`config.mk`:
```
export PLATFORM = sky130hd
export DESIGN_NAME = pdx_enum_ctrl
export DESIGN_NICKNAME = d
export VERILOG_FILES = /design/src/rtl/pdx_pkg.sv /design/src/rtl/pdx_desc_table.sv /design/src/rtl/pdx_cursor.sv /design/src/rtl/pdx_decode.sv /design/src/rtl/pdx_enum_ctrl.sv
export SDC_FILE = /design/constraint.sdc
export NUM_CORES = 1
export LEC_CHECK = 0
export BUFFER_PORTS_ARGS = -buffer_cell sky130_fd_sc_hd__buf_2
export CAP_MARGIN = 20
export CORE_MARGIN = 3
export CORE_UTILIZATION = 50
export DETAILED_ROUTE_END_ITERATION = 8
export PLACE_DENSITY = 0.85
export RECOVER_POWER = 100
export SLEW_MARGIN = 5
export SYNTH_ARGS = -nofsm -noshare
export SYNTH_HDL_FRONTEND = slang
export SYNTH_SLANG_ARGS = --single-unit
```
`constraint.sdc`:
```
create_clock -name clk -period 5.6 [get_ports clk]
set_clock_uncertainty 0.1 [all_clocks]
set_input_delay 1.12 -clock clk [delete_from_list [all_inputs] [get_ports clk]]
set_output_delay 1.12 -clock clk [all_outputs]
set_load 0.05 [all_outputs]
```
`src/rtl/pdx_pkg.sv`:
```
package pdx_pkg;

    localparam int REG_OP    = 'h00;
    localparam int REG_NAME  = 'h04;
    localparam int REG_NLEN  = 'h08;
    localparam int REG_ID    = 'h0C;
    localparam int REG_BASE  = 'h10;
    localparam int REG_SIZE  = 'h14;
    localparam int REG_IRQ   = 'h18;
    localparam int REG_ICNT  = 'h1C;
    localparam int REG_ERR   = 'h20;

    localparam logic [31:0] CODE_DONE = 32'h0000_0000;
    localparam logic [31:0] CODE_ADD  = 32'h0000_0008;

    typedef struct packed {
        logic [31:0] id;
        logic [31:0] name_len;
        logic [31:0] io_base;
        logic [31:0] io_size;
        logic [31:0] irq_first;
        logic [31:0] irq_cnt;
    } desc_t;

    typedef enum logic [3:0] {
        SEL_OP, SEL_NLEN, SEL_ID, SEL_BASE, SEL_SIZE,
        SEL_IRQ, SEL_ICNT, SEL_ERR, SEL_NONE
    } rd_sel_e;

    function automatic logic [31:0] slot_size(int k);
        return 32'h1000 << (k % 4);
    endfunction

    function automatic logic [31:0] slot_irqs(int k);
        return 32'(1 + (k % 2));
    endfunction

    function automatic desc_t make_desc(int idx, logic [31:0] base0, logic [31:0] irq0);
        desc_t d;
        logic [31:0] b;
        logic [31:0] q;
        b = base0;
        q = irq0;
        for (int k = 0; k < idx; k++) begin
            b = b + slot_size(k);
            q = q + slot_irqs(k);
        end
        d.id        = 32'h100 + 32'(idx);
        d.name_len  = 32'(3 + idx);
        d.io_base   = b;
        d.io_size   = slot_size(idx);
        d.irq_first = q;
        d.irq_cnt   = slot_irqs(idx);
        return d;
    endfunction

endpackage

```
`src/rtl/pdx_desc_table.sv`:
```
module pdx_desc_table
    import pdx_pkg::*;
#(
    parameter int          NUM_DEV   = 5,
    parameter logic [31:0] IO_BASE0  = 32'h1000_0000,
    parameter logic [31:0] IRQ_BASE0 = 32'd2,
    localparam int         IDX_W     = (NUM_DEV > 1) ? $clog2(NUM_DEV) : 1
) (
    input  logic [IDX_W-1:0] sel_idx,
    output desc_t            sel_desc
);

    desc_t entries [NUM_DEV];

    for (genvar g = 0; g < NUM_DEV; g++) begin : g_entry
        assign entries[g] = make_desc(g, IO_BASE0, IRQ_BASE0);
    end

    assign sel_desc = entries[sel_idx];

endmodule

```
`src/rtl/pdx_cursor.sv`:
```
module pdx_cursor #(
    parameter int  NUM_DEV = 5,
    localparam int IDX_W   = (NUM_DEV > 1) ? $clog2(NUM_DEV) : 1
) (
    input  logic             clk,
    input  logic             rst,
    input  logic             init,
    input  logic             advance,
    output logic [IDX_W-1:0] cur_idx,
    output logic             cur_valid,
    output logic             nxt_found
);

    logic [NUM_DEV-1:0] rep_q;
    logic [NUM_DEV-1:0] rep_upd;
    logic [IDX_W-1:0]   nxt_idx;
    int                 start_i;

    always_comb begin
        rep_upd = rep_q;
        start_i = 0;
        if (cur_valid) begin
            rep_upd[cur_idx] = 1'b1;
            start_i = int'(cur_idx) + 1;
        end
        nxt_found = 1'b0;
        nxt_idx   = '0;
        for (int i = NUM_DEV - 1; i >= 0; i--) begin
            if (i >= start_i && !rep_upd[i]) begin
                nxt_found = 1'b1;
                nxt_idx   = IDX_W'(i);
            end
        end
    end

    always_ff @(posedge clk) begin
        if (rst || init) begin
            rep_q     <= '0;
            cur_valid <= 1'b0;
            cur_idx   <= '0;
        end else if (advance) begin
            rep_q     <= rep_upd;
            cur_valid <= nxt_found;
            cur_idx   <= nxt_found ? nxt_idx : '0;
        end
    end

    // the cursor never rests on an entry already reported
    a_r3_cursor_unreported: assert property (@(posedge clk) disable iff (rst)
        cur_valid |-> !rep_q[cur_idx]);

    // reported flags only accumulate within a pass
    a_r3_flags_monotone: assert property (@(posedge clk) disable iff (rst)
        !$past(init) |-> $countones(rep_q) >= $past($countones(rep_q)));

    // without a step or an init the flags hold
    a_r7_flags_hold: assert property (@(posedge clk) disable iff (rst)
        (!$past(advance) && !$past(init)) |-> $stable(rep_q));

endmodule

```
`src/rtl/pdx_decode.sv`:
```
module pdx_decode
    import pdx_pkg::*;
#(
    parameter int ADDR_W = 8
) (
    input  logic              rd_en,
    input  logic              wr_en,
    input  logic [ADDR_W-1:0] addr,
    input  logic [31:0]       wdata,
    output logic              init_wr,
    output logic              op_rd,
    output logic              rd_act,
    output logic              bad_acc,
    output rd_sel_e           rd_sel
);

    always_comb begin
        init_wr = 1'b0;
        op_rd   = 1'b0;
        bad_acc = 1'b0;
        rd_sel  = SEL_NONE;
        rd_act  = rd_en && !wr_en;
        if (wr_en) begin
            if (addr == ADDR_W'(REG_OP)) begin
                if (wdata == 32'd0) init_wr = 1'b1;
                else                bad_acc = 1'b1;
            end else if (addr != ADDR_W'(REG_NAME)) begin
                bad_acc = 1'b1;
            end
        end else if (rd_en) begin
            case (addr)
                ADDR_W'(REG_OP):   begin rd_sel = SEL_OP; op_rd = 1'b1; end
                ADDR_W'(REG_NLEN): rd_sel = SEL_NLEN;
                ADDR_W'(REG_ID):   rd_sel = SEL_ID;
                ADDR_W'(REG_BASE): rd_sel = SEL_BASE;
                ADDR_W'(REG_SIZE): rd_sel = SEL_SIZE;
                ADDR_W'(REG_IRQ):  rd_sel = SEL_IRQ;
                ADDR_W'(REG_ICNT): rd_sel = SEL_ICNT;
                ADDR_W'(REG_ERR):  rd_sel = SEL_ERR;
                default:           bad_acc = 1'b1;
            endcase
        end
    end

endmodule

```
`src/rtl/pdx_enum_ctrl.sv`:
```
module pdx_enum_ctrl
    import pdx_pkg::*;
#(
    parameter int          NUM_DEV   = 5,
    parameter int          ADDR_W    = 8,
    parameter logic [31:0] IO_BASE0  = 32'h1000_0000,
    parameter logic [31:0] IRQ_BASE0 = 32'd2
) (
    input  logic              clk,
    input  logic              rst,
    input  logic              rd_en,
    input  logic              wr_en,
    input  logic [ADDR_W-1:0] addr,
    input  logic [31:0]       wdata,
    output logic [31:0]       rdata,
    output logic              irq
);

    localparam int IDX_W = (NUM_DEV > 1) ? $clog2(NUM_DEV) : 1;

    logic             init_wr, op_rd, rd_act, bad_acc;
    rd_sel_e          rd_sel;
    logic [IDX_W-1:0] cur_idx;
    logic             cur_valid, nxt_found;
    desc_t            cur_desc;
    logic             err_q;
    logic [31:0]      rd_next;

    pdx_decode #(.ADDR_W(ADDR_W)) u_dec (
        .rd_en(rd_en), .wr_en(wr_en), .addr(addr), .wdata(wdata),
        .init_wr(init_wr), .op_rd(op_rd), .rd_act(rd_act),
        .bad_acc(bad_acc), .rd_sel(rd_sel)
    );

    pdx_cursor #(.NUM_DEV(NUM_DEV)) u_cur (
        .clk(clk), .rst(rst), .init(init_wr), .advance(op_rd),
        .cur_idx(cur_idx), .cur_valid(cur_valid), .nxt_found(nxt_found)
    );

    pdx_desc_table #(.NUM_DEV(NUM_DEV), .IO_BASE0(IO_BASE0), .IRQ_BASE0(IRQ_BASE0)) u_tab (
        .sel_idx(cur_idx), .sel_desc(cur_desc)
    );

    always_comb begin
        rd_next = 32'd0;
        case (rd_sel)
            SEL_OP:   rd_next = nxt_found ? CODE_ADD : CODE_DONE;
            SEL_NLEN: rd_next = cur_valid ? cur_desc.name_len  : 32'd0;
            SEL_ID:   rd_next = cur_valid ? cur_desc.id        : 32'd0;
            SEL_BASE: rd_next = cur_valid ? cur_desc.io_base   : 32'd0;
            SEL_SIZE: rd_next = cur_valid ? cur_desc.io_size   : 32'd0;
            SEL_IRQ:  rd_next = cur_valid ? cur_desc.irq_first : 32'd0;
            SEL_ICNT: rd_next = cur_valid ? cur_desc.irq_cnt   : 32'd0;
            SEL_ERR:  rd_next = {31'd0, err_q};
            default:  rd_next = 32'd0;
        endcase
    end

    always_ff @(posedge clk) begin
        if (rst) begin
            rdata <= 32'd0;
            irq   <= 1'b0;
            err_q <= 1'b0;
        end else begin
            if (rd_act) rdata <= rd_next;
            if (init_wr)                 irq <= (NUM_DEV > 0);
            else if (op_rd && !nxt_found) irq <= 1'b0;
            if (init_wr)      err_q <= 1'b0;
            else if (bad_acc) err_q <= 1'b1;
        end
    end

    // the interrupt rises only after an init write
    a_r2_irq_rise: assert property (@(posedge clk) disable iff (rst)
        $rose(irq) |-> $past(wr_en) && $past(addr) == ADDR_W'(REG_OP) && $past(wdata) == 32'd0);

    // the interrupt falls only after an operation read
    a_r4_irq_fall: assert property (@(posedge clk) disable iff (rst)
        $fell(irq) |-> $past(rd_en) && !$past(wr_en) && $past(addr) == ADDR_W'(REG_OP));

    // the error flag clears only on init
    a_r8_err_sticky: assert property (@(posedge clk) disable iff (rst)
        $fell(err_q) |-> $past(wr_en) && $past(wdata) == 32'd0);

    // an operation read yields only done or add
    a_r10_op_codes: assert property (@(posedge clk) disable iff (rst)
        ($past(rd_en) && !$past(wr_en) && $past(addr) == ADDR_W'(REG_OP))
            |-> (rdata == CODE_DONE || rdata == CODE_ADD));

    // read data holds when no read is performed
    a_r9_rdata_hold: assert property (@(posedge clk) disable iff (rst)
        !$past(rd_en) |-> $stable(rdata));

endmodule

```
## Yosys cells after proc, flatten, opt, wreduce, memory -nomap -nowiden

Memory sizes are Yosys's and may differ from the RTL's.
Cells that the tools add are included.

- Add/sub/neg operators: 1
- Order comparisons: 8
- Equal/unequal tests: 15
- Multiplexer cells: 42
- Bitwise operators: 2
- Reductions and logical operators: 22

Operators by type and width:

| kind | count |
|---|---|
| 192-bit two-way mux | 2 |
| 32-bit case mux with 8 select lines | 1 |
| 32-bit two-way mux | 7 |
| 3-bit by 32-bit greater-or-equal comparator with 1-bit output (first input constant) | 2 |
| 8-bit by 5-bit equality test with 1-bit output (second input constant) | 4 |
| 1-bit by 32-bit greater-or-equal comparator with 1-bit output (first input constant) | 1 |
| 2-bit by 32-bit greater-or-equal comparator with 1-bit output (first input constant) | 1 |
| 4-bit by 32-bit greater-or-equal comparator with 1-bit output (first input constant) | 1 |
| 32-bit logical NOT | 1 |
| 4-bit case mux with 8 select lines | 1 |
| 1-bit two-way mux | 20 |
| 3-bit two-way mux | 6 |
| 4-bit by 3-bit equality test with 1-bit output (second input constant) | 4 |
| 8-bit by 4-bit equality test with 1-bit output (second input constant) | 2 |
| 4-bit two-way mux | 3 |
| 4-bit by 2-bit equality test with 1-bit output (second input constant) | 2 |
| 8-bit by 6-bit equality test with 1-bit output (second input constant) | 1 |
| 1-bit logical AND | 8 |
| 8-bit logical NOT | 1 |
| 8-bit by 3-bit != test with 1-bit output (second input constant) | 1 |
| 8-bit OR reduction | 1 |
| 1-bit logical NOT | 7 |
| 5-bit two-way mux | 1 |
| 5-bit bitwise OR | 1 |
| other kinds (11) | 11 |

- Register bits: 43
- Memory bits (read-only): 1,536
- Input port bits: 44
- Output and inout port bits: 33
- Logic and storage cells: 97
- Memories kept: 1

Memory list:

| memory | depth | bits a word | rd ports | clocked after Yosys merged registers in | write ports | RTL line | text |
|---|---|---|---|---|---|---|---|
| (no name shown) | 8 | 192 | 1 | 0 | 0 | pdx_desc_table.sv:19 | `assign sel_desc = entries[sel_idx];` |

## Depth between registers and ports, before layout

Gate-level depths: netlist (run 1).

- Depth in word-level cells: 17
- Depth in mapped cells: 8
- Mapped depth without buffers: 8

## Cells and area by module

From an unflattened synthesis (run 1), not the netlist that was laid out.

- Cells, all modules: 618
- Area, all modules: 4,938.5 µm²

By module, submodules not included:

| module | times used | cells each | area each (µm²) | seq. area each (µm²) |
|---|---|---|---|---|
| pdx_enum_ctrl | 1 | 315 | 2,662.6 | 680.7 |
| pdx_desc_table | 1 | 203 | 1,526.5 | 0.0 |
| pdx_cursor | 1 | 64 | 518.0 | 180.2 |
| pdx_decode | 1 | 36 | 231.5 | 0.0 |

## Worst setup path before layout (run 1)

OpenSTA, ideal clock, no wires.

- Path kind: in2reg
- Start: input port addr[1]
- End: register u_cur.cur_idx[0]
- Setup time: 0.071 ns
- Arrival time: 2.720 ns
- Required time: 5.429 ns
- Slack: 2.709 ns
- Stages: 5
- Buffers on the path: 1
- Path through: or4_1 -> or4_1 -> buf_2 -> or3_1 -> a21oi_1

- Longest elaborated chain between the ends: 4
- Elaborated cells on any way between the ends: 7
- Those cells by class: mux: 5; reduce/logical: 2

Ends and longest elaborated chain:

| what | RTL line | text |
|---|---|---|
| start, declared | pdx_enum_ctrl.sv:13 | `input logic [ADDR_W-1:0] addr,` |
| 8-bit logical NOT (*) | pdx_decode.sv:24, pdx_decode.sv:31 |  |
| 1-bit two-way mux (on tied branches) | pdx_decode.sv:31, pdx_decode.sv:24 |  |
| 1-bit two-way mux (on tied branches) | pdx_decode.sv:30, pdx_decode.sv:23 |  |
| 1-bit two-way mux / 1-bit logical OR (equally long branches) | pdx_decode.sv:23, pdx_cursor.sv:37 |  |
| end signal, assigned | pdx_cursor.sv:44 | `cur_idx <= nxt_found ? nxt_idx : '0;` |
| end, declared | pdx_cursor.sv:9 | `output logic [IDX_W-1:0] cur_idx,` |

Mark *: on every way between the ends. The rest lies on a longest branch, timed or not.
A chain may end at the register's enable or synchronous reset.

## Worst setup path after layout (run 1)

- Start: input port addr[1]
- End: register rdata[2]

- Longest elaborated chain between the ends: 6
- Elaborated cells on any way between the ends: 20
- Those cells by class: eq/ne: 14; mux: 4; reduce/logical: 2

Ends and longest elaborated chain:

| what | RTL line | text |
|---|---|---|
| 8-bit by 6-bit equality test with 1-bit output (tied with other cells) | pdx_decode.sv:31 | `case (addr)` |
| 4-bit case mux with 8 select lines (*) | pdx_decode.sv:31 |  |
| 4-bit two-way mux (*) | pdx_decode.sv:30 | `end else if (rd_en) begin` |
| 4-bit two-way mux (*) | pdx_decode.sv:23 | `if (wr_en) begin` |
| 4-bit by 3-bit equality test with 1-bit output (tied with other cells) | pdx_enum_ctrl.sv:46 | `case (rd_sel)` |
| 32-bit case mux with 8 select lines (*) | pdx_enum_ctrl.sv:46 |  |
| end signal, assigned | pdx_enum_ctrl.sv:65 | `if (rd_act) rdata <= rd_next;` |
| end, declared | pdx_enum_ctrl.sv:15 | `output logic [31:0] rdata,` |

Marked as above.

==> qor.yml, run 1 <==
global_routing:
  first_pass_grt_wire_length_um: 6600
  globalRouteTotalUtil_pct: 20.0
  initial_antenna_violation_count: 0
  grt_max_degree: 21
  grt.overflow.total: 0
  grt_pass1_vias: 1486
yosys:
  synthTopCellsByArea: "sky130_fd_sc_hd__dfxtp_1 26%, sky130_fd_sc_hd__buf_4 10%, sky130_fd_sc_hd__ha_1 6.1%"
  syn_avg_cell_area_um2: 7.71
  yosysSeqAreaShare_pct: 25.7
  synthMostInstantiatedCell: "sky130_fd_sc_hd__nor2_1"
  synth_cells: 212
  synth.distinct_cells: 48
  mappedNetlistArea_um2: 1640
  postSynth.topFlopCell: "sky130_fd_sc_hd__dfxtp_1"
  synthDominantAreaCellType: "sky130_fd_sc_hd__dfxtp_1"
  synth-async-reset-ratio_pct: 0
  yosys-top-cells-count: "23 x sky130_fd_sc_hd__nor2_1, 22 x sky130_fd_sc_hd__buf_4, 21 x sky130_fd_sc_hd__dfxtp_1, 12 x sky130_fd_sc_hd__a21oi_1, 12 x sky130_fd_sc_hd__nor4_1"
  synth.yosys.warnings: 0
  yosys.area.top_type_share_pct: 25.7
  ys_seq_elements: 21
  number_of_flops_mapped_to_enable_cells_by_yosys: 0
drt:
  antenna_left: 0
  routed.top_layer: "met4"
  routed-wl-met3_um: 353
  total_routed_length_um: 4060
  wl_per_cell_um: 13.5
  drt-met1-wl_um: 1610
  viasPerCell: 5.54
  vias: 1661
  detail_route.drc_violations: 0
  detailedRoute.firstPassIterationCount: 4
  detailroute.wirelength.met2_um: 2070
  drt_first_iter_violations: 188
setup_path:
  worst-path-buf-inv: 1
  cp_data_required_time_ns: 5.75
  cp-start-kind: "input port"
  timing.reg2reg.worst_path_depth: 8
  critPathTopFamily: "simple AND/OR/NAND/NOR gates"
  worst-endpoint-arrival_ns: 3.13
  endpoint_kind: "register"
  worstPathCellList: "buf_2, or4_1, nor3_1, nand2_1, or3_1, a21oi_1"
  r2r_slack_ns: 2.84
  r2r_end: "rdata[3]$_SDFFE_PP0P_"
  cpMaxStageDelayCell: "sky130_fd_sc_hd__or4_1"
  timing.rr.start: "u_cur.cur_idx[1]$_SDFFE_PP0P_"
  critical_path.max_fanout: 11
  timing_worst_setup_path_type: "input port to register"
  timing.critical_path.slowest_cell_delay_ns: 0.70
clock_tree:
  tritoncts.num_buffers: 3
  ctsHtreeMaxLevel: 1
  ctsResizeCount: 0
  cts_tree: "done"
  cts.reportedPaths.clkPinSlew_ns: 0.12
  cts_root_buffer: "sky130_fd_sc_hd__clkbuf_4"
  cts-root-to-sink-buffers: 2
  numClockSinks: 21
  cts_setup_buffers: 0
  holdBufCountCts: 0
  clock_insertion_delay_worst_skew_ns: 0.30
place:
  place.gp.congestion: 0.827
  dp.final_hpwl_um: 3200
  place.detailed.instances: 296
  placement.io_buffers: 54
sta:
  finalCriticalPeriod_ns: 2.97
  maxSlewHeadroom_pct: 50.9
  fin_crit_sh_pct: 53.1
  setup_total_negative_slack_ns: 0
  max_freq_mhz: 336
  timing_hold_violations_final: 0
  setup_viol: 0
  grt_setup_unrepaired: "no"
  slew_viol_final: 0
  tightestPinTransition_ns: 0.737
pwr:
  p_clk_share_pct: 25.2
  total_switching_power_w: 0.0000969
  p_leak_nw: 0.725
  power.switching_fraction_pct: 33.3
  share_seq_of_total_power_pct: 51.6
  comb_power_share_pct: 23.2
  vdd.ir_drop.worst_v: 0.000126
  cellInternalPower_w: 0.000194
  power.density_nw_per_um2: 159
finish:
  finish.cell_count_without_fillers: 300
  diodes: 0
  final_net_count: 309
  fill_cells: 312
  area_growth_pct: 11.6
  fraction_of_layout_instances_using_a_drive_strength_above_1_pct: 19.1
hold_path:
  min-delay-start: "rdata[28]$_SDFFE_PP0P_"
  worstHoldEndpoint: "rdata[28]$_SDFFE_PP0P_"
  min-delay-path-class: "register to register"
  min_path_cells: 2
floorplan:
  dieWidth_um: 63.2
  io_pins: 77
  initial_utilization_pct: 53.1
  core_area_um2: 3080
  placement_rows: 20
  die_h_um: 63.2
  floorplan.die_area_um2: 3990
outcome:
  status: "completed"
run:
  drv_cap: 0
[layer usage]
metal	vias to the layer above	GRT usage [%]
li1	821	-
met1	762	24.5
met2	74	35.4
met3	4	5.17
met4	0	3.77
met5	-	0
[tightest hold or removal path: cells and delay by family (launching register included)]
kind | cells | cell delay, ns
DFF | 1 | 0.33
AOI/OAI and AO/OA | 1 | 0.05
and+or+nand+nor | 1 | 0.05
[metrics by stage]
stage | hold slack (ns) | area, um2 | worst slack (ns) | power [W] | utilization (%)
global placement | 0.336 | 1820 | 2.35 | 0.000220 | 59.2
CTS | 0.362 | 1850 | 2.65 | 0.000293 | 60.1
global route | 0.388 | 1830 | 2.52 | 0.000307 | 59.3
detailed placement | 0.345 | 1820 | 2.34 | 0.000221 | 59.2
finish | 0.362 | 1830 | 2.63 | 0.000291 | 59.3
floorplan | 0.337 | 1710 | 2.71 | 0.000214 | -
[flip-flops by register name, summed over array words and instances, names as in the netlist, named ones only]
register	cells
err_q	1
irq	1
rdata	10
u_cur.cur_idx	3
u_cur.cur_valid	1
u_cur.rep_q	4
[cell type report]
type | instances | area, um2 | share of cell area (%)
Clock buffer | 4 | 26.3 | 1.44
Sequential cell | 21 | 420 | 23.0
Inverter | 5 | 18.8 | 1.03
Multi-Input combinational cell | 172 | 1050 | 57.4
Timing Repair Buffer | 54 | 256 | 14.1
Tap cell | 44 | 55.1 | 3.02
[layout by cell type (no fill, tap or decap), types with 6 or more instances in the layout]
cell type,count
sky130_fd_sc_hd__a21oi_1,12
sky130_fd_sc_hd__a31oi_1,6
sky130_fd_sc_hd__buf_2,43
sky130_fd_sc_hd__clkbuf_1,12
sky130_fd_sc_hd__conb_1,22
sky130_fd_sc_hd__dfxtp_1,21
sky130_fd_sc_hd__ha_1,8
sky130_fd_sc_hd__nand2_1,11
sky130_fd_sc_hd__nand2b_1,8
sky130_fd_sc_hd__nand3_1,6
sky130_fd_sc_hd__nor2_1,23
sky130_fd_sc_hd__nor4_1,12
[power by group through the flow]
stage / clock [W] / combinational, W / sequential, W
floorplan: 0 / 0.0000603 / 0.000154
global placement: 0 / 0.0000662 / 0.000154
detailed placement: 0 / 0.0000669 / 0.000154
CTS: 0.0000761 / 0.0000671 / 0.000150
global route: 0.0000847 / 0.0000720 / 0.000150
finish: 0.0000734 / 0.0000674 / 0.000150
[cell families (layout without fill, tap and decap cells)]
family | count (synthesis) | count (layout) | synth area share, %
and+or+nand+nor | 84 | 84 | 27.9
AOI/OAI and AO/OA | 55 | 55 | 23.9
buffers and inverters | 40 | 63 | 14.4
DFF | 21 | 21 | 25.7
adders and majority gates | 8 | 8 | 6.12
xor gates and xnor gates | 2 | 2 | 1.07
other | 1 | 22 | 0.229
muxes | 1 | 1 | 0.612
[how the worst max path moves through the flow]
stage | slack [ns] | start | cells after the start | endpoint
detailed placement | 2.34 | addr[1] | 5 | u_cur.cur_idx[0]$_SDFFE_PP0P_
CTS | 2.65 | addr[1] | 5 | u_cur.cur_idx[0]$_SDFFE_PP0P_
global placement | 2.35 | addr[1] | 5 | u_cur.cur_idx[0]$_SDFFE_PP0P_
finish | 2.63 | addr[1] | 6 | rdata[2]$_SDFFE_PP0P_
global route | 2.52 | addr[1] | 6 | u_cur.rep_q[1]$_SDFFE_PP0P_
floorplan | 2.71 | addr[1] | 5 | u_cur.cur_idx[0]$_SDFFE_PP0P_
Note: power is estimated with default switching activity, not from simulation.
==> inputs of run 2 (changes only) <==
--- a/config.mk
+++ b/config.mk
@@ -8,9 +8,9 @@
 export BUFFER_PORTS_ARGS = -buffer_cell sky130_fd_sc_hd__buf_2
 export CAP_MARGIN = 20
 export CORE_MARGIN = 3
-export CORE_UTILIZATION = 50
+export CORE_UTILIZATION = 47
 export DETAILED_ROUTE_END_ITERATION = 8
-export PLACE_DENSITY = 0.85
+export PLACE_DENSITY = 0.81
 export RECOVER_POWER = 100
 export SLEW_MARGIN = 5
 export SYNTH_ARGS = -nofsm -noshare
==> constraint.sdc (replaced) <==
create_clock -name clk -period 3.1 [get_ports clk]
set_clock_uncertainty 0.1 [all_clocks]
set_input_delay 0.62 -clock clk [delete_from_list [all_inputs] [get_ports clk]]
set_output_delay 0.62 -clock clk [all_outputs]
set_load 0.05 [all_outputs]
==> run 2 against run 1 <==
Non-clock buffer count rose by 5. Die area grew 5.8%. Combinational power grew 81%. Final cell count rose by 1.7%. Via count grew 1.5%. Sequential power rose by 81%. Sequential share of layout area down 0.43 points. Register-to-register slack worse by 2.1 ns. Worst hold slack got worse by 0.0014 ns. Highest routed layer unchanged. Global-route usage increased by 0.25 points.
==> qor.yml, run 2 (synthesized netlist as in run 1, its figures left out) <==
global_routing:
  grt.overflow.total: 0
  first_pass_grt_wire_length_um: 6780
  grt_pass1_vias: 1473
  globalRouteTotalUtil_pct: 20.3
  grt_max_degree: 17
  initial_antenna_violation_count: 0
drt:
  antenna_left: 0
  viasPerCell: 5.53
  vias: 1686
  drt_first_iter_violations: 113
  total_routed_length_um: 4290
  detailedRoute.firstPassIterationCount: 5
  wl_per_cell_um: 14.1
  detail_route.drc_violations: 0
sta:
  max_freq_mhz: 397
  timing.hold.ws_ns: 0.361
  slew_viol_final: 0
  timing_hold_violations_final: 0
  finalCriticalPeriod_ns: 2.52
  post-route-worst-setup-slack_ns: 0.581
  maxSlewHeadroom_pct: 60.4
  setup_viol: 0
  fin_crit_sh_pct: 81.3
  setup_total_negative_slack_ns: 0
  tightestPinTransition_ns: 0.597
  grt_setup_unrepaired: "no"
floorplan:
  dieWidth_um: 65.0
  core_area_um2: 3180
  io_pins: 77
  placement_rows: 20
  initial_utilization_pct: 51.5
  floorplan.die_area_um2: 4220
  die_h_um: 65.0
place:
  dp.final_hpwl_um: 3330
  place.gp.congestion: 0.866
  placement.io_buffers: 54
  dpl_worst_slack_ns: 0.511
  dpl_cell_area_um2: 1860
clock_tree:
  cts_tree: "done"
  cts-root-to-sink-buffers: 2
  numClockSinks: 21
  cts_setup_buffers: 0
  ctsHtreeMaxLevel: 1
  cts.reportedPaths.clkPinSlew_ns: 0.12
  holdBufCountCts: 0
  ctsResizeCount: 0
  clock_insertion_delay_worst_skew_ns: 0.32
  cts_root_buffer: "sky130_fd_sc_hd__clkbuf_4"
  tritoncts.num_buffers: 3
pwr:
  comb_power_share_pct: 22.9
  total_switching_power_w: 0.000184
  power.switching_fraction_pct: 34.4
  post-layout-total-power_w: 0.000534
  power.density_nw_per_um2: 287
  vdd.ir_drop.worst_v: 0.000194
  p_clk_share_pct: 26.2
  p_leak_nw: 0.750
  cellInternalPower_w: 0.000350
  share_seq_of_total_power_pct: 50.9
setup_path:
  critPathTopFamily: "simple AND/OR/NAND/NOR gates"
  worst-path-buf-inv: 2
  timing.rr.start: "u_cur.cur_idx[1]$_SDFFE_PP0P_"
  worstSetupStartpoint: "addr[1]"
  cp_data_required_time_ns: 3.26
  worst-endpoint-arrival_ns: 2.68
  endpoint_kind: "register"
  timing_worst_setup_path_type: "input port to register"
  r2r_slack_ns: 0.71
  critical_path.max_fanout: 10
  timing.critical_path.slowest_cell_delay_ns: 0.54
  cp-start-kind: "input port"
  cpMaxStageDelayCell: "sky130_fd_sc_hd__or4_1"
  worstPathCellList: "buf_2, or4_1, clkbuf_1, nor3_1, nand2_1, or3_1, a21oi_1"
finish:
  registers.top_by_ff_count: "rdata"
  layout.area.seq_um2: 420
  area_growth_pct: 13.8
  mostFrequentLayoutCell: "sky130_fd_sc_hd__buf_2"
  final_area_um2: 1860
  biggestRegsByFlops: "rdata: 10 flops, u_cur.rep_q: 4 flops, u_cur.cur_idx: 3 flops"
  diodes: 0
  fraction_of_layout_instances_using_a_drive_strength_above_1_pct: 20.7
  final_cell_mix: "43 x sky130_fd_sc_hd__buf_2, 23 x sky130_fd_sc_hd__nor2_1, 22 x sky130_fd_sc_hd__conb_1"
  fill_cells: 327
  largest_register_ffs: 10
  final_net_count: 314
  multi_input_comb_area_um2: 1050
hold_path:
  min-delay-start: "rdata[28]$_SDFFE_PP0P_"
  min-delay-path-class: "register to register"
run:
  drv_cap: 0
outcome:
  status: "completed"
==> run 2: final timing paths <==
| check | end | depth (start not counted) |
|---|---|---|
| worst min-delay path | rdata[28]$_SDFFE_PP0P_ | 2 |
| worst max register to register | rdata[3]$_SDFFE_PP0P_ | 8 |
| worst min register to register | rdata[28]$_SDFFE_PP0P_ | 2 |
| worst max-delay path | rdata[2]$_SDFFE_PP0P_ | 7 |
==> run 2: layer usage <==
layer	global-route usage, %	part of all wire (%)	wire [um]
met1	25.9	42	1820
met2	34.4	50	2160
met3	4.16	6.3	271
met4	5.54	1.1	46
met5	0	0	0
==> run 2: per-stage QoR <==
step | instances | util, %
CTS | 305 | 59.4
detailed placement | 301 | 58.5
floorplan | 233 | -
global placement | 301 | 58.5
finish | 305 | 58.5
global route | 305 | 58.5
==> run 2: area by class of cell <==
cell class / instances / area share, %
multi-input cells: 172 / 56.4
flip-flops and latches: 21 / 22.6
repair buffers: 59 / 15.6
well taps: 44 / 2.96
clock buffers: 3 / 1.21
inverters: 5 / 1.01
clock inverters: 1 / 0.269
==> run 2: power groups by stage <==
stage	combinational (W)	clock, W	sequential (W)
after detailed placement	0.000122	0	0.000278
after floorplan	0.000109	0	0.000278
final	0.000122	0.000140	0.000271
after global placement	0.000121	0	0.000278
after CTS	0.000122	0.000142	0.000272
after global routing	0.000131	0.000152	0.000272
==> run 2: worst reg2reg max path: stages (launching register included) <==
cell                       delay (ns)
sky130_fd_sc_hd__dfxtp_1         0.45
sky130_fd_sc_hd__ha_1            0.21
sky130_fd_sc_hd__inv_1           0.05
sky130_fd_sc_hd__ha_1            0.33
sky130_fd_sc_hd__o21a_1          0.21
sky130_fd_sc_hd__a311oi_1        0.33
sky130_fd_sc_hd__nor2_1          0.13
sky130_fd_sc_hd__a211o_1         0.31
sky130_fd_sc_hd__a211oi_1        0.19
==> inputs of run 3 (changes only) <==
--- a/config.mk
+++ b/config.mk
@@ -8,9 +8,9 @@
 export BUFFER_PORTS_ARGS = -buffer_cell sky130_fd_sc_hd__buf_2
 export CAP_MARGIN = 20
 export CORE_MARGIN = 3
-export CORE_UTILIZATION = 47
+export CORE_UTILIZATION = 42
 export DETAILED_ROUTE_END_ITERATION = 8
-export PLACE_DENSITY = 0.81
+export PLACE_DENSITY = 0.76
 export RECOVER_POWER = 100
 export SLEW_MARGIN = 5
 export SYNTH_ARGS = -nofsm -noshare
==> constraint.sdc (replaced) <==
create_clock -name clk -period 2.1 [get_ports clk]
set_clock_uncertainty 0.1 [all_clocks]
set_input_delay 0.42 -clock clk [delete_from_list [all_inputs] [get_ports clk]]
set_output_delay 0.42 -clock clk [all_outputs]
set_load 0.05 [all_outputs]
==> run 3 against run 2 <==
Wire length grew 5.9%. Critical path type unchanged. Die area grew 11%. Register-to-register slack lost 0.61 ns. Total power grew 64%. Final cell count grew 9.5%. Clock power grew 100%. First-iteration DRC count grew 56%. Final area grew 15%. Setup slack lost 0.52 ns. Count of clock-buffer cells in the layout is the same. Utilization shrank 0.83 points. Sequential share of layout area shrank 2.9 points.
==> qor.yml, run 3 (synthesized netlist as in run 1, its figures left out) <==
outcome:
  status: "completed"
finish:
  registers.top_by_ff_count: "rdata"
  diodes: 0
  biggestRegsByFlops: "rdata: 10 flops, u_cur.rep_q: 4 flops, u_cur.cur_idx: 3 flops"
  area_growth_pct: 31.1
  final_util_pct: 57.7
  fraction_of_layout_instances_using_a_drive_strength_above_1_pct: 31.8
  final_cell_mix: "43 x sky130_fd_sc_hd__buf_2, 26 x sky130_fd_sc_hd__buf_4, 23 x sky130_fd_sc_hd__nor2_1"
  largest_register_ffs: 10
  mostFrequentLayoutCell: "sky130_fd_sc_hd__buf_2"
  final_net_count: 339
pwr:
  p_leak_nw: 0.897
  cellInternalPower_w: 0.000585
  share_seq_of_total_power_pct: 45.7
  total_switching_power_w: 0.000292
  comb_power_share_pct: 22.1
  power.switching_fraction_pct: 33.3
  post-layout-total-power_w: 0.000876
  p_clk_share_pct: 32.2
  vdd.ir_drop.worst_v: 0.000246
  power.density_nw_per_um2: 409
drt:
  antenna_left: 0
  detailedRoute.firstPassIterationCount: 4
  viasPerCell: 5.32
  wl_per_cell_um: 13.6
  total_routed_length_um: 4550
  drt_first_iter_violations: 176
  detail_route.drc_violations: 0
  vias: 1776
sta:
  grt_setup_unrepaired: "yes"
  tightestPinTransition_ns: 0.618
  fin_crit_sh_pct: 96.9
  setup_viol: 0
  maxSlewHeadroom_pct: 59.0
  finalCriticalPeriod_ns: 2.04
  timing_hold_violations_final: 0
  max_freq_mhz: 491
  slew_viol_final: 0
setup_path:
  cp_data_required_time_ns: 2.19
  endpoint_kind: "register"
  cp-start-kind: "input port"
  critical_path.max_fanout: 5
  critPathTopFamily: "simple AND/OR/NAND/NOR gates"
  timing_worst_setup_path_type: "input port to register"
  cpMaxStageDelayCell: "sky130_fd_sc_hd__or4_1"
  worstPathCellList: "buf_2, or4_1, or4_4, or3_1, a21oi_1"
  worst-endpoint-arrival_ns: 2.13
  worst-path-buf-inv: 1
  timing.critical_path.slowest_cell_delay_ns: 0.54
floorplan:
  core_area_um2: 3720
  die_h_um: 68.4
  dieWidth_um: 68.4
  floorplan.die_area_um2: 4680
  initial_utilization_pct: 44.0
  placement_rows: 22
  io_pins: 77
global_routing:
  grt_pass1_vias: 1581
  grt_max_degree: 20
  globalRouteTotalUtil_pct: 19.3
  grt.overflow.total: 0
  first_pass_grt_wire_length_um: 6910
  initial_antenna_violation_count: 0
hold_path:
  min-delay-path-class: "input port to register"
clock_tree:
  holdBufCountCts: 0
  ctsHtreeMaxLevel: 1
  clock_insertion_delay_worst_skew_ns: 0.27
  cts_tree: "done"
  cts_root_buffer: "sky130_fd_sc_hd__clkbuf_8"
  tritoncts.num_buffers: 3
  numClockSinks: 21
  cts-root-to-sink-buffers: 2
  cts_setup_buffers: 0
  cts.reportedPaths.clkPinSlew_ns: 0.08
place:
  place.gp.congestion: 0.872
  dp.final_hpwl_um: 3470
  placement.io_buffers: 54
run:
  drv_cap: 0
-- run 3: final cells by class --
type / count / area (um2)
Fill cell: 359 / 1570
Multi-Input combinational cell: 172 / 1130
Timing Repair Buffer: 84 / 472
Sequential cell: 21 / 422
Tap cell: 48 / 60.1
Clock buffer: 3 / 41.3
Inverter: 5 / 18.8
Clock inverter: 1 / 5.00
-- run 3: metal layers --
layer	GRT usage, %	vias to the layer above	part of all wire, %
met4	6.20	0	0.70
li1	-	878	-
met1	24.4	815	41
met2	34.0	80	51
met3	1.81	3	7.3
met5	0	-	0
-- run 3: power by group through the flow --
| stage | combinational [W] | clock [W] | sequential [W] |
|---|---|---|---|
| 3_3_place_gp | 0.000190 | 0 | 0.000410 |
| 2_1_floorplan | 0.000161 | 0 | 0.000410 |
| 5_1_grt | 0.000208 | 0.000295 | 0.000400 |
| 4_1_cts | 0.000192 | 0.000285 | 0.000400 |
| 6_report | 0.000194 | 0.000282 | 0.000400 |
| 3_5_place_dp | 0.000192 | 0 | 0.000410 |
-- run 3: stage by stage --
stage	area (um2)	setup WS, ns	TNS, ns	hold slack, ns	instances
after floorplan	1740	-0.0738	-0.135	0.357	233
after global placement	2080	-0.209	-1.96	0.336	330
after detailed placement	2080	-0.262	-2.40	0.354	330
after CTS	2150	0.00435	0	0.350	334
after global routing	2140	-0.0234	-0.0374	0.391	334
final	2140	0.0641	0	0.357	334
-- run 3: path summary, 6_finish.rpt --
kind	end	slack (ns)	cells after the start	from
min	irq$_SDFFE_PP0P_	0.36	3	wr_en
max	u_cur.cur_idx[0]$_SDFFE_PP0P_	0.06	5	addr[1]
min reg2reg	rdata[28]$_SDFFE_PP0P_	0.36	2	rdata[28]$_SDFFE_PP0P_
max reg2reg	rdata[3]$_SDFFE_PP0P_	0.10	8	u_cur.cur_idx[0]$_SDFFE_PP0P_
-- run 3: worst reg2reg max path, cell delays in order (launching register included) --
cell                       delay [ns]
sky130_fd_sc_hd__dfxtp_2         0.35
sky130_fd_sc_hd__ha_2            0.18
sky130_fd_sc_hd__inv_2           0.04
sky130_fd_sc_hd__ha_4            0.22
sky130_fd_sc_hd__o21a_1          0.19
sky130_fd_sc_hd__a311oi_2        0.30
sky130_fd_sc_hd__nor2_1          0.09
sky130_fd_sc_hd__a211o_1         0.28
sky130_fd_sc_hd__a211oi_2        0.17
-- run 3: what timing repair did --
| item | in CTS | in global routing |
|---|---|---|
| gates resized for setup | 3 | 8 |
| endpoints found under the setup margin | 1 | 7 |
| pin swaps | 1 | 4 |
| endpoints found under the hold margin | 0 | 0 |
